File: config.mk
export PLATFORM = sky130hd
export DESIGN_NAME = hs_modem_monitor
export DESIGN_NICKNAME = d
export VERILOG_FILES = /design/src/rtl/hs_pkg.sv /design/src/rtl/hs_sync.sv /design/src/rtl/hs_change_flags.sv /design/src/rtl/hs_modem_monitor.sv
export SDC_FILE = /design/constraint.sdc
export NUM_CORES = 1
export LEC_CHECK = 0
export ABC_CLOCK_PERIOD_IN_PS = 1500
export BUFFER_PORTS_ARGS = -buffer_cell sky130_fd_sc_hd__buf_4
export CAP_MARGIN = 20
export CORE_UTILIZATION = 48
export DETAILED_ROUTE_END_ITERATION = 16
export PLACE_DENSITY_LB_ADDON = 0.05
export RECOVER_POWER = 100
export SLEW_MARGIN = 20
export SYNTH_ARGS = -nofsm -noshare
export SYNTH_HDL_FRONTEND = slang
export SYNTH_SLANG_ARGS = --single-unit
File: constraint.sdc
create_clock -name clk -period 1.5 [get_ports clk]
set_clock_uncertainty 0.2 [all_clocks]
set_input_delay 0.15 -clock clk [delete_from_list [all_inputs] [get_ports clk]]
set_output_delay 0.15 -clock clk [all_outputs]
set_load 0.005 [all_outputs]
File: src/rtl/hs_pkg.sv
package hs_pkg;
    localparam int HS_N_IN  = 4;
    localparam int HS_N_OUT = 2;
    localparam int HS_RING_IDX = 2;
    localparam int HS_CTRL_W = 6;
    localparam logic [HS_N_IN-1:0] HS_TRAIL_MASK = HS_N_IN'(1) << HS_RING_IDX;

    typedef struct packed {
        logic                irq_en;
        logic                loop_en;
        logic [1:0]          spare;
        logic [HS_N_OUT-1:0] drive;
    } hs_ctrl_t;
endpackage

File: src/rtl/hs_sync.sv
module hs_sync #(
    parameter int W      = 4,
    parameter int STAGES = 2
) (
    input  logic         clk,
    input  logic         rst_n,
    input  logic [W-1:0] din,
    output logic [W-1:0] dout
);
    typedef struct packed {
        logic [STAGES-1:0][W-1:0] stage;
    } sync_t;

    sync_t st_d, st_q;

    always_comb begin
        st_d = st_q;
        st_d.stage[0] = din;
        for (int i = 1; i < STAGES; i++) begin
            st_d.stage[i] = st_q.stage[i-1];
        end
    end

    always_ff @(posedge clk or negedge rst_n) begin
        if (!rst_n) st_q <= '0;
        else        st_q <= st_d;
    end

    assign dout = st_q.stage[STAGES-1];
endmodule

File: src/rtl/hs_change_flags.sv
module hs_change_flags #(
    parameter int           W          = 4,
    parameter logic [W-1:0] TRAIL_MASK = '0
) (
    input  logic         clk,
    input  logic         rst_n,
    input  logic [W-1:0] lvl,
    input  logic         clr,
    output logic [W-1:0] flags,
    output logic [W-1:0] prev
);
    typedef struct packed {
        logic [W-1:0] prev;
        logic [W-1:0] flags;
    } flg_t;

    flg_t fl_d, fl_q;
    logic [W-1:0] edge_hit;

    for (genvar g = 0; g < W; g++) begin : g_edge
        if (TRAIL_MASK[g]) begin : g_fall
            assign edge_hit[g] = fl_q.prev[g] & ~lvl[g];
        end else begin : g_any
            assign edge_hit[g] = fl_q.prev[g] ^ lvl[g];
        end
    end

    always_comb begin
        fl_d = fl_q;
        fl_d.prev  = lvl;
        fl_d.flags = (fl_q.flags & ~{W{clr}}) | edge_hit;
    end

    always_ff @(posedge clk or negedge rst_n) begin
        if (!rst_n) fl_q <= '0;
        else        fl_q <= fl_d;
    end

    assign flags = fl_q.flags;
    assign prev  = fl_q.prev;
endmodule

File: src/rtl/hs_modem_monitor.sv
module hs_modem_monitor
    import hs_pkg::*;
#(
    parameter int SYNC_STAGES = 2
) (
    input  logic                   clk,
    input  logic                   rst_n,
    input  logic                   ctrl_wr,
    input  logic [HS_CTRL_W-1:0]   ctrl_wdata,
    input  logic                   stat_rd,
    output logic [2*HS_N_IN-1:0]   stat_rdata,
    input  logic [HS_N_IN-1:0]     line_in,
    output logic [HS_N_OUT-1:0]    line_out,
    output logic                   irq
);
    typedef struct packed {
        hs_ctrl_t ctrl;
    } top_t;

    top_t tp_d, tp_q;
    logic [HS_N_IN-1:0] lvl_sync;
    logic [HS_N_IN-1:0] lvl_eff;
    logic [HS_N_IN-1:0] lvl_prev;
    logic [HS_N_IN-1:0] chg_flags;

    hs_sync #(.W(HS_N_IN), .STAGES(SYNC_STAGES)) u_sync (
        .clk  (clk),
        .rst_n(rst_n),
        .din  (line_in),
        .dout (lvl_sync)
    );

    // loop: drive bits feed indices 0/1, spare bits feed ring (2) and carrier (3)
    always_comb begin
        if (tp_q.ctrl.loop_en) lvl_eff = {tp_q.ctrl.spare[1], tp_q.ctrl.spare[0], tp_q.ctrl.drive};
        else                   lvl_eff = lvl_sync;
    end

    hs_change_flags #(.W(HS_N_IN), .TRAIL_MASK(HS_TRAIL_MASK)) u_flags (
        .clk  (clk),
        .rst_n(rst_n),
        .lvl  (lvl_eff),
        .clr  (stat_rd),
        .flags(chg_flags),
        .prev (lvl_prev)
    );

    always_comb begin
        tp_d = tp_q;
        if (ctrl_wr) tp_d.ctrl = hs_ctrl_t'(ctrl_wdata);
    end

    always_ff @(posedge clk or negedge rst_n) begin
        if (!rst_n) tp_q <= '0;
        else        tp_q <= tp_d;
    end

    assign line_out   = tp_q.ctrl.loop_en ? '0 : tp_q.ctrl.drive;
    assign irq        = tp_q.ctrl.irq_en & (|chg_flags);
    assign stat_rdata = {lvl_eff, chg_flags};
endmodule

Yosys cells after proc, flatten, opt, wreduce, memory -nomap -nowiden. Cells that the tools add are included.

Flip-flop bits (word level): 22.

Multiplexer cells: 2. Bitwise gates (word level): 9. Reduce and logical (&&, ||, !) cells: 1.

Operator list (count): $and A4 B4 Y4 (1); $mux W4 (1); $not A4 Y4 (1); $or A4 B4 Y4 (1); $reduce_or A4 Y1 (1); $xor A1 B1 Y1 (3); $and A1 B1 Y1 (2); $mux W2 (1); $not A1 Y1 (1).

Longest topological paths before layout.
Depth after elaboration: 4. Mapped depth: 4.

Cells and area by module. Synthesis repeated with hierarchy kept, for this count alone.

Cells, all modules: 49. Area total of the unflattened synthesis: 813.3 sq um.

By module, submodules not included: hs_modem_monitor (times used 1, cells an instance 21, area each 346.6 sq um, seq. area each 150.1 sq um); hs_change_flags (times used 1, cells an instance 20, area each 266.5 sq um, seq. area each 200.2 sq um); hs_sync (times used 1, cells an instance 8, area each 200.2 sq um, seq. area each 200.2 sq um).

Worst setup path before layout. No wires, ideal clock.

Path type: register to register. From: register tp_q[4] in the netlist's numbering. To: register u_flags.fl_q (netlist bit u_flags.flags[0]). Arrival: 971 ps. Setup slack: 208 ps. Cell stages (with the launch flop): 5. Buffers on the path: 1. Cell sequence: dfrtp_1 -> buf_6 -> mux2_4 -> nor3_2 -> a21oi_1.

RTL lines: from (decl) (line hs_modem_monitor.sv:20) `top_t tp_d, tp_q;`; from (signal assigned) (line hs_modem_monitor.sv:55) `else tp_q <= tp_d;`; to (signal assigned) (line hs_change_flags.sv:36) `else fl_q <= fl_d;`; to (decl) (line hs_change_flags.sv:17) `flg_t fl_d, fl_q;`.

Final worst setup path.
From: register u_flags.fl_q (netlist bit u_flags.flags[1]). To: output port irq.

Word-level cells in the longest chain between the ends: 2.

RTL lines: $reduce_or A4 Y1 (line hs_modem_monitor.sv:59) `assign irq = tp_q.ctrl.irq_en & (|chg_flags);`; $and A1 B1 Y1 (line hs_modem_monitor.sv:59); to (decl) (line hs_modem_monitor.sv:14) `output logic irq`.

Every way passes these cells.

==> impl_results.md <==
- Hold Crit Class: in2async
- RSZ-0062 raised after global routing: yes
- Slew Limit Fails: 0
- RR Startpoint: tp_q[4]$_DFFE_PN0P_
- Antenna violations before repair: 0
- Layout cells sized above 1: 53.5%
- Slew margin rel.: 66.0%
- GRT overflow: 0
- Largest net degree at the start of global routing: 23
- Post-route DRC: 2
- Global-route wire length before repair: between 2000 and 2500 µm
- CTS tree: yes
- Final wirelength: 1530 µm
- Die Y: 44.0 µm
- RD Place Congestion: 0.701
- Port Buf Inserts: 24
- Synth Area in Adders: 0%
- Highest net fanout along the worst path: 2
- Largest family of logic cells by synthesized area: multiplexers
- CP Launch Type: flop
- I/O Pins: 25
- Final Critical Period: 1620 ps
- CP Class: reg2out
- Mapped Cells: 56
- Max-Cap Viols: 0
- Leakage: 0.599 nW
- Initial Util: 53.7%
- Core Footprint: 0.00158 mm²
- Crit path capture type: primary output
- Skew-Pair Late Insertion Delay: 300 ps
- # setup viols final: 5
- Die width: 44.0 µm
- Yosys top cell by area: dfrtp_1
- WL/cell: ~13 µm
- Area grow syn2layout: 51.3%
- PwrDens: roughly 1100 mW/mm²
- Area contributors post-synth: dfrtp_1, mux2_2, mux2_4
- Post-synthesis xor/xnor area fraction: 0%
- Final hold vios: 0
- Most common cell after layout, fill and taps aside: dfrtp_1
- Clk root buf: clkbuf_4
- Seq/Total Area, Yosys: 65.1%
- Yosys top cell area share: between 60% and 70%
- Crit share post-route: 108%
- Fmax: 0.619 GHz
- Pwr Total: 1.35 mW
- GR Util All Layers: between 10% and 20%
- Drt initial violations: 2
- ANT nets after route: 0
- Clock sink count: 22
- Flop and latch count out of synthesis: 22
- Post-Synth Simple-Gate Area: 10.1%
- Mean area per synthesized cell: roughly 15 µm²
- Vias in the first global route: 585
- Die area: 0.00193 mm²
- Worst Setup SP: u_flags.flags[1]$_DFF_PN0_
- H-tree depth: 1
- Failing checks: DRC, setup timing
- Mux share of post-synthesis cell area: 14.6%
- Design Area, Final: 0.00128 mm²
- DR vias: approximately 570
- Final WS setup: -116 ps
- # rows: 14
- Syn nets: 70
- Nets@finish: 116
- Synth warn: 0
- Worst VDD drop: 0.911 mV
- Netlist cell types: 13
- Ant diodes: 0
- Synth Cell Area: 846 µm²
- Status: finished with violations
- CTS max path bufs: 2
- Clk slew on worst S/H paths: 120 ps
- Cts bufs inserted: 3
- Compound-gate portion of the synthesized area: 3.85%
- Placed instance area: around 1000 µm²
- Avg Vias per Cell: between 4 and 5
- Detailed Routing Iterations Pass 1: 10
- Worst slew pin tran: 511 ps
- Worst path required time: 1150 ps
- Fill cell total of the finished layout: 92
- Crit path DAT: between 1000 and 1500 ps
- Most frequent cells in the layout: dfrtp_1, buf_4, dlygate4sd3_1, clkbuf_4, buf_6
[power breakdown]
group	total, mW	internal (mW)	switching [mW]
sequential	0.694	0.654	0.0400
combinational	0.335	0.223	0.112
clock	0.319	0.148	0.171
[registers in the layout, indices dropped and copies added (netlist names)]
name / cells
tp_q: 6
u_flags.prev: 4
u_sync.dout: 4
u_flags.flags: 4
u_sync.st_d: 4
[metal layers]
layer | GRT usage (%) | up-vias | part of all wire (%)
met3 | 3.75 | 0 | 3.7
met4 | 7.88 | 0 | 0
met5 | 0 | - | 0
met2 | 33.7 | 17 | 56
li1 | - | 276 | -
met1 | 21.2 | 278 | 40
[cell usage after synthesis (all sizes together)]
cell type	n
buf	6
mux2	10
o41a	1
and2b	2
a21oi	3
inv	2
nor2b	6
nor3	3
dfrtp	22
o22ai	1
[cells by family (layout without fill, tap and decap cells)]
logic type | after synthesis | in the layout
buffers and inverters | 8 | 53
AND/OR/NAND/NOR | 11 | 11
multiplexers | 10 | 10
flip-flops | 22 | 22
AO/OA/AOI/OAI | 5 | 5
[stage by stage]
stage	TNS, ps	utilization, %	hold WS, ps	cells	setup slack (ps)
2_1_floorplan	0	-	-346	56	208
3_3_place_gp	0	63.4	-151	90	151
3_5_place_dp	0	63.4	-150	90	137
4_1_cts	-493	78.3	53.8	113	-108
5_1_grt	-831	81.2	172	117	-166
6_report	-497	81.2	130	117	-116
[worst paths after layout]
check	end	depth (start not counted)	slack, ps
worst max register to register	u_flags.flags[1]$_DFF_PN0_	4	30
worst min-delay path	u_flags.prev[3]$_DFF_PN0_	2	130
worst min register to register	u_sync.dout[1]$_DFF_PN0_	0	160
max in group asynchronous	tp_q[4]$_DFFE_PN0P_	2	610
worst max-delay path	irq	2	-120
min in group clk	u_sync.dout[1]$_DFF_PN0_	0	160
[area by class of cell]
class | count | area (µm²) | area share, %
clock buffers | 4 | 36.3 | 2.83
inverters | 2 | 7.51 | 0.587
multi-input cells | 26 | 255 | 19.9
flip-flops and latches | 22 | 552 | 43.1
well taps | 16 | 20.0 | 1.56
repair buffers | 47 | 409 | 32.0
[critical path, cell delays in order, from the launching register on]
cell and delay (ps):
dfrtp_1 400, o41a_1 430, buf_4 140
[timing repair]
| item | 4_1_cts | 5_1_grt |
|---|---|---|
| hold endpoints to repair | 36 | 0 |
| setup endpoints to repair | 7 | 10 |
| pin swaps | 1 | 3 |
| hold buffers | 13 | 0 |
| buffers inserted | 6 | 4 |
| resized for setup | 7 | 5 |
Power figures use the tool's default switching activity.
